===== src/rtl/sram_pager_pkg.sv =====
package sram_pager_pkg;

  typedef enum logic [2:0] {
    ST_IDLE,
    ST_WR_PULSE,
    ST_WR_HOLD,
    ST_RD_ACC,
    ST_RD_REL
  } ctrl_state_t;

  // nanoseconds to whole clock cycles, rounded up
  function automatic int unsigned ns_to_cycles(int unsigned ns, int unsigned period_ns);
    return (ns + period_ns - 1) / period_ns;
  endfunction

  function automatic int unsigned max2(int unsigned a, int unsigned b);
    return (a > b) ? a : b;
  endfunction

  // bytes left in the page starting from word index lo
  function automatic int unsigned page_room(int unsigned lo, int unsigned page_words);
    return page_words - lo;
  endfunction

  // number of bytes a read request actually fetches
  function automatic int unsigned grant_words(logic burst, int unsigned len,
                                              int unsigned lo, int unsigned page_words);
    int unsigned want;
    int unsigned room;
    if (!burst) return 1;
    want = (len == 0) ? 1 : len;
    room = page_room(lo, page_words);
    return (want > room) ? room : want;
  endfunction

  // a burst is cut short when it asks for more than the page holds
  function automatic logic is_truncated(logic burst, int unsigned len,
                                        int unsigned lo, int unsigned page_words);
    return burst && (len > page_room(lo, page_words));
  endfunction

endpackage


===== src/rtl/sram_interval_timer.sv =====
module sram_interval_timer #(
  parameter int unsigned CW = 8
) (
  input  logic          clk,
  input  logic          rst_n,
  input  logic          load,
  input  logic [CW-1:0] load_val,
  output logic          expired
);
  logic [CW-1:0] cnt_q;

  always_ff @(posedge clk or negedge rst_n) begin
    if (!rst_n)              cnt_q <= '0;
    else if (load)           cnt_q <= load_val;
    else if (cnt_q != '0)    cnt_q <= cnt_q - 1'b1;
  end

  assign expired = (cnt_q == '0);
endmodule


===== src/rtl/sram_page_walker.sv =====
module sram_page_walker #(
  parameter int unsigned AW = 18,
  parameter int unsigned PB = 4,
  parameter int unsigned LW = 5
) (
  input  logic          clk,
  input  logic          rst_n,
  input  logic          start,
  input  logic [AW-1:0] start_addr,
  input  logic [LW-1:0] start_words,
  input  logic          step,
  output logic [AW-1:0] cur_addr,
  output logic          last_word
);
  logic [AW-PB-1:0] page_q;
  logic [PB-1:0]    word_q;
  logic [LW-1:0]    left_q;

  always_ff @(posedge clk or negedge rst_n) begin
    if (!rst_n) begin
      page_q <= '0;
      word_q <= '0;
      left_q <= '0;
    end else if (start) begin
      page_q <= start_addr[AW-1:PB];
      word_q <= start_addr[PB-1:0];
      left_q <= start_words;
    end else if (step) begin
      word_q <= word_q + 1'b1;
      left_q <= left_q - 1'b1;
    end
  end

  assign cur_addr  = {page_q, word_q};
  assign last_word = (left_q <= LW'(1));
endmodule


===== src/rtl/sram_pager_ctrl.sv =====
module sram_pager_ctrl
  import sram_pager_pkg::*;
#(
  parameter int unsigned CLK_PERIOD_NS       = 4,
  parameter int unsigned ADDR_W              = 18,
  parameter int unsigned DATA_W              = 8,
  parameter int unsigned PAGE_BITS           = 4,
  parameter int unsigned T_ACCESS_NS         = 70,
  parameter int unsigned T_CYCLE_NS          = 70,
  parameter int unsigned T_WE_PULSE_NS       = 40,
  parameter int unsigned T_ADDR_TO_WE_END_NS = 50,
  parameter int unsigned T_DATA_OVERLAP_NS   = 40,
  parameter int unsigned T_RELEASE_NS        = 20
) (
  input  logic                 clk,
  input  logic                 rst_n,
  input  logic                 req_valid,
  output logic                 req_ready,
  input  logic                 req_write,
  input  logic                 req_burst,
  input  logic [PAGE_BITS:0]   req_len,
  input  logic [ADDR_W-1:0]    addr,
  input  logic [DATA_W-1:0]    wdata,
  output logic [DATA_W-1:0]    rdata,
  output logic                 rvalid,
  output logic                 burst_truncated,
  output logic [ADDR_W-1:0]    mem_addr,
  output logic [DATA_W-1:0]    mem_dq_out,
  input  logic [DATA_W-1:0]    mem_dq_in,
  output logic                 mem_dq_oe,
  output logic                 mem_ce1_n,
  output logic                 mem_ce2,
  output logic                 mem_we_n,
  output logic                 mem_oe_n
);
  localparam int unsigned PAGE_WORDS = 1 << PAGE_BITS;
  localparam int unsigned LEN_W      = PAGE_BITS + 1;
  localparam int unsigned ACC_CYC    = max2(1, ns_to_cycles(T_ACCESS_NS, CLK_PERIOD_NS));
  localparam int unsigned WP_CYC     = max2(1, max2(ns_to_cycles(T_WE_PULSE_NS, CLK_PERIOD_NS),
                                          max2(ns_to_cycles(T_ADDR_TO_WE_END_NS, CLK_PERIOD_NS),
                                               ns_to_cycles(T_DATA_OVERLAP_NS, CLK_PERIOD_NS))));
  localparam int unsigned CYC_CYC    = ns_to_cycles(T_CYCLE_NS, CLK_PERIOD_NS);
  localparam int unsigned HOLD_CYC   = (CYC_CYC > WP_CYC) ? (CYC_CYC - WP_CYC) : 1;
  localparam int unsigned TURN_CYC   = max2(1, ns_to_cycles(T_RELEASE_NS, CLK_PERIOD_NS));
  localparam int unsigned TMR_MAX    = max2(max2(ACC_CYC, WP_CYC), max2(HOLD_CYC, TURN_CYC));
  localparam int unsigned TMR_W      = $clog2(TMR_MAX + 1);

  ctrl_state_t state_q;

  logic              ce1_n_q, ce2_q, we_n_q, oe_n_q, dq_oe_q;
  logic [DATA_W-1:0] dq_out_q, rdata_q;
  logic              rvalid_q, trunc_q;

  // named internal events, also watched by the checker
  logic              accept;
  logic              capture;
  logic              tmr_expired;
  logic              tmr_load;
  logic [TMR_W-1:0]  tmr_val;
  logic              walk_last;
  logic [LEN_W-1:0]  words_granted;
  logic              req_trunc;

  assign req_ready = (state_q == ST_IDLE);
  assign accept    = req_valid && req_ready;
  assign capture   = (state_q == ST_RD_ACC) && tmr_expired;

  assign words_granted = req_write ? LEN_W'(1)
                       : LEN_W'(grant_words(req_burst, 32'(req_len),
                                            32'(addr[PAGE_BITS-1:0]), PAGE_WORDS));
  assign req_trunc = !req_write &&
                     is_truncated(req_burst, 32'(req_len), 32'(addr[PAGE_BITS-1:0]), PAGE_WORDS);

  sram_interval_timer #(.CW(TMR_W)) u_timer (
    .clk      (clk),
    .rst_n    (rst_n),
    .load     (tmr_load),
    .load_val (tmr_val),
    .expired  (tmr_expired)
  );

  sram_page_walker #(.AW(ADDR_W), .PB(PAGE_BITS), .LW(LEN_W)) u_walker (
    .clk         (clk),
    .rst_n       (rst_n),
    .start       (accept),
    .start_addr  (addr),
    .start_words (words_granted),
    .step        (capture && !walk_last),
    .cur_addr    (mem_addr),
    .last_word   (walk_last)
  );

  // interval to count in the state being entered
  always_comb begin
    tmr_load = 1'b0;
    tmr_val  = '0;
    case (state_q)
      ST_IDLE: if (accept) begin
        tmr_load = 1'b1;
        tmr_val  = req_write ? TMR_W'(WP_CYC - 1) : TMR_W'(ACC_CYC - 1);
      end
      ST_WR_PULSE: if (tmr_expired) begin
        tmr_load = 1'b1;
        tmr_val  = TMR_W'(HOLD_CYC - 1);
      end
      ST_RD_ACC: if (tmr_expired) begin
        tmr_load = 1'b1;
        tmr_val  = walk_last ? TMR_W'(TURN_CYC - 1) : TMR_W'(ACC_CYC - 1);
      end
      default: ;
    endcase
  end

  always_ff @(posedge clk or negedge rst_n) begin
    if (!rst_n) begin
      state_q  <= ST_IDLE;
      ce1_n_q  <= 1'b1;
      ce2_q    <= 1'b0;
      we_n_q   <= 1'b1;
      oe_n_q   <= 1'b1;
      dq_oe_q  <= 1'b0;
      dq_out_q <= '0;
      rdata_q  <= '0;
      rvalid_q <= 1'b0;
      trunc_q  <= 1'b0;
    end else begin
      rvalid_q <= 1'b0;
      case (state_q)
        ST_IDLE: if (accept) begin
          ce1_n_q <= 1'b0;
          ce2_q   <= 1'b1;
          trunc_q <= req_trunc;
          if (req_write) begin
            we_n_q   <= 1'b0;
            dq_oe_q  <= 1'b1;
            dq_out_q <= wdata;
            state_q  <= ST_WR_PULSE;
          end else begin
            oe_n_q   <= 1'b0;
            state_q  <= ST_RD_ACC;
          end
        end
        ST_WR_PULSE: if (tmr_expired) begin
          we_n_q  <= 1'b1;
          state_q <= ST_WR_HOLD;
        end
        ST_WR_HOLD: if (tmr_expired) begin
          ce1_n_q <= 1'b1;
          ce2_q   <= 1'b0;
          dq_oe_q <= 1'b0;
          state_q <= ST_IDLE;
        end
        ST_RD_ACC: if (tmr_expired) begin
          rdata_q  <= mem_dq_in;
          rvalid_q <= 1'b1;
          if (walk_last) begin
            oe_n_q  <= 1'b1;
            ce1_n_q <= 1'b1;
            ce2_q   <= 1'b0;
            state_q <= ST_RD_REL;
          end
        end
        ST_RD_REL: if (tmr_expired) state_q <= ST_IDLE;
        default: state_q <= ST_IDLE;
      endcase
    end
  end

  assign rdata           = rdata_q;
  assign rvalid          = rvalid_q;
  assign burst_truncated = trunc_q;
  assign mem_dq_out      = dq_out_q;
  assign mem_dq_oe       = dq_oe_q;
  assign mem_ce1_n       = ce1_n_q;
  assign mem_ce2         = ce2_q;
  assign mem_we_n        = we_n_q;
  assign mem_oe_n        = oe_n_q;
endmodule


===== config.mk =====
export PLATFORM = sky130hd
export DESIGN_NAME = sram_pager_ctrl
export DESIGN_NICKNAME = d
export VERILOG_FILES = /design/src/rtl/sram_pager_pkg.sv /design/src/rtl/sram_interval_timer.sv /design/src/rtl/sram_page_walker.sv /design/src/rtl/sram_pager_ctrl.sv
export SDC_FILE = /design/constraint.sdc
export NUM_CORES = 1
export LEC_CHECK = 0
export ABC_AREA = 1
export BUFFER_PORTS_ARGS = -buffer_cell sky130_fd_sc_hd__buf_2
export CAP_MARGIN = 20
export CORE_ASPECT_RATIO = 0.6
export CORE_UTILIZATION = 38
export DETAILED_ROUTE_END_ITERATION = 10
export PLACE_DENSITY = 0.76
export SLEW_MARGIN = 20
export SYNTH_ARGS = -nofsm -noshare
export SYNTH_HDL_FRONTEND = slang
export SYNTH_SLANG_ARGS = --single-unit

===== constraint.sdc =====
create_clock -name clk -period 1.5 [get_ports clk]
set_input_delay 0.15 -clock clk [delete_from_list [all_inputs] [get_ports clk]]
set_output_delay 0.15 -clock clk [all_outputs]
set_load 0.1 [all_outputs]

==> metrics.md <==
| Metric | Value |
|---|---|
| Status | finished with violations |
| Failing checks | negative setup slack |
| Worst-Skew Late Latency | between 200 and 300 ps |
| Vias | 2,806 |
| Clk pin slew, worst setup/hold paths | roughly 70 ps |
| Layout Skew | 6.445 ps |
| Core Rows | 23 |
| Top cells by count, synth | nand2_1, dfrtp_1, inv_1 |
| Initial antenna violation count | 0 |
| Flops & latches, synth | 54 |
| Worst Setup End Kind | flip-flop |
| Met2 Track Usage GR | 0.3140 |
| Unrepaired setup endpoints after global routing | true |
| Slew margin rel. | 0.6706 |
| Slew Limit Fails | 0 |
| Post-route insts no fill | 591 |
| Overflow left after global routing | 0 |
| Gr busiest metal | met2 |
| Maximum clock path buffer count | 2 |
| Die width | about 110 um |
| Critical path's slowest cell | dfrtp_1 |
| Most frequent cell after synthesis | nand2_1 |
| Die ar. | ~8000 um2 |
| Synth area leaders | dfrtp_1, nand2_1, ha_1, inv_1, nand3_1 |
| Slew @ Worst Pin | about 500 ps |
| Vias per cell | about 4.7 |
| EDFF count, synth | 0 |
| Syn. warnings | 0 |
| Synth area leader | dfrtp_1 |
| Area share of the largest cell type after synthesis | 0.4491 |
| Sinks on Clock Net | 54 |
| Fin util | 0.6026 |
| Critical path cell sequence | inv_2 > ha_4 > nand2_4 > nor2_4 > inv_4 > buf_6 > nand4_1 > nand3_2 > nand2_1 > o21ai_1 |
| Peak Freq | roughly 0.65 GHz |
| H-tree depth | 2 |
| CTS tree | done |
| Period Utilization, post-route | 1.032 |
| Routed Wire Length | between 7000 and 8000 um |
| Critical Path Fanout Max | 4 |
| Final nets | 550 |
| Proportion of synthesized chip area in sequential cells | 0.4769 |
| Worst setup margin | -48.10 ps |
| WP buf/inv | 3 |
| Final setup viols | 10 |
| Sum Neg Setup Slack | -266.2 ps |
| Worst hold path type | input port to flip-flop |
| Syn Area/Cell | 8.072 um2 |
| Synth async-reset ratio | 1.000 |
| First-pass GRT wire length | 12,010 um |
| Ports | 86 |
| Placed insts | between 500 and 600 |
| TritonCTS Buffers | 5 |
| Post-Syn Area | 2841 um2 |
| Post-DRT Antenna Nets | 0 |
| Antenna diodes | 0 |
| Initial Util | 0.4097 |
| Die H | 68.98 um |
| Wire length per cell | roughly 13 um |
| Worst path top cell family by delay | simple AND/OR/NAND/NOR gates |
| DRC Markers | 0 |
| Post-synth top flop | dfrtp_1 |
| Peak per-stage delay on the critical path | about 390 ps |
| Synthesized Nets | between 400 and 500 |
| CP Class | flip-flop to flip-flop |
| Routability congestion estimate | ~0.86 |
| Min Tclk post-route | between 1500 and 2000 ps |
| Setup WS pre-CTS | -408.8 ps |
| Layout cells sized above 1 | 0.4257 |
| Largest net degree at the start of global routing | 38 |
| P&R area growth vs syn | 47.07% |
| GR Util met1 | 0.2691 |
| Worst setup SP type | flip-flop |
| Gate Count Post-Synth | 352 |
| Drt initial violations | about 110 |
| HPWL Detailed | ~5400 um |
| Max cap viols | 0 |
| GRT Util Overall | 0.1998 |
| Distinct cells, synth | 35 |
| Clk root buf | clkbuf_16 |
| Worst EP required | 1680 ps |
| PortBufs | 85 |
| TritonRoute pass-1 iters | 4 |
| M3 GR Usage | 0.05332 |
| Core area | 6935 um2 |
| CP Data Arrival Time | approximately 1700 ps |
| Final hold viol count | 0 |
| Vias in the first global route | around 2,600 |
logic make-up (layout without fill, tap and decap cells):
logic type / after synthesis / in the layout / synth area share
buffers and inverters: 50 / 188 / 0.07045
xor gates and xnor gates: 8 / 8 / 0.02466
AOI/OAI and AO/OA: 36 / 36 / 0.07486
and+or+nand+nor: 188 / 189 / 0.2827
adders and majority gates: 16 / 16 / 0.07045
DFF: 54 / 54 / 0.4769
flip-flops by register name (all words and copies together) (netlist names):
register / flops
u_walker.page_q: 14
mem_ce2: 1
u_timer.cnt_q: 5
mem_we_n: 1
rvalid: 1
mem_ce1_n: 1
burst_truncated: 1
rdata: 8
u_walker.left_q: 5
state_q: 3
mem_oe_n: 1
u_walker.word_q: 4
mem_dq_out: 8
mem_dq_oe: 1
cell usage in the layout (no fill, tap or decap), drive strengths merged, types with 2 or more instances in the layout:
cell and count:
a21oi 10, a31oi 2, buf 140, clkbuf 6, clkinv 2, dfrtp 51, dfstp 3, ha 16
inv 38, nand2 144, nand3 17, nand4 2, nor2 23, nor3 2, o211ai 2, o21a 2
o21ai 14, xnor2 2, xor2 6
cell type report:
cell class,count,area (um2)
Tap cell,100,125.1
Clock inverter,2,12.51
Fill cell,582,2756
Inverter,39,156.4
Clock buffer,6,138.9
Multi-Input combinational cell,249,1459
Sequential cell,54,1355
Timing Repair Buffer,141,932.1
what timing repair did:
item	CTS	global route
setup endpoints to repair	21	45
hold buffers	1	0
gates resized for setup	30	40
gates cloned	1	0
pin swaps	10	27
endpoints found under the hold margin	17	0
setup buffers	5	8
worst paths after layout:
check / from / to / slack, ps / depth (start not counted)
setup reg to reg: u_timer.cnt_q[0] / state_q[1] / -50 / 10
max in group asynchronous: rst_n / mem_oe_n / 560 / 3
setup / recovery: u_timer.cnt_q[0] / state_q[1] / -50 / 10
min in group asynchronous: rst_n / u_walker.page_q[2] / 320 / 2
hold / removal: mem_dq_in[1] / rdata[1] / 50 / 3
hold reg to reg: mem_dq_out[1] / mem_dq_out[1] / 470 / 2
worst min-delay path, stage by stage:
cell and delay, ps:
buf_2 70, nand2_1 40, nand2_1 40
per-layer routing:
metal	up-vias	wire length (um)
met5	-	0
met4	0	107
met3	15	573
met2	118	3360
met1	1287	3661
li1	1386	-
through the flow:
stage	hold slack (ps)	instance area, um2
after floorplan	-145.6	2859
after global placement	106.3	3682
after detailed placement	114.9	3682
after CTS	38.52	3971
after global routing	49.71	4179
final	46.19	4179
Power is left out: the tool's default activity adds up to more than one toggle a clock period on the data nets, which glitch-free logic cannot reach.
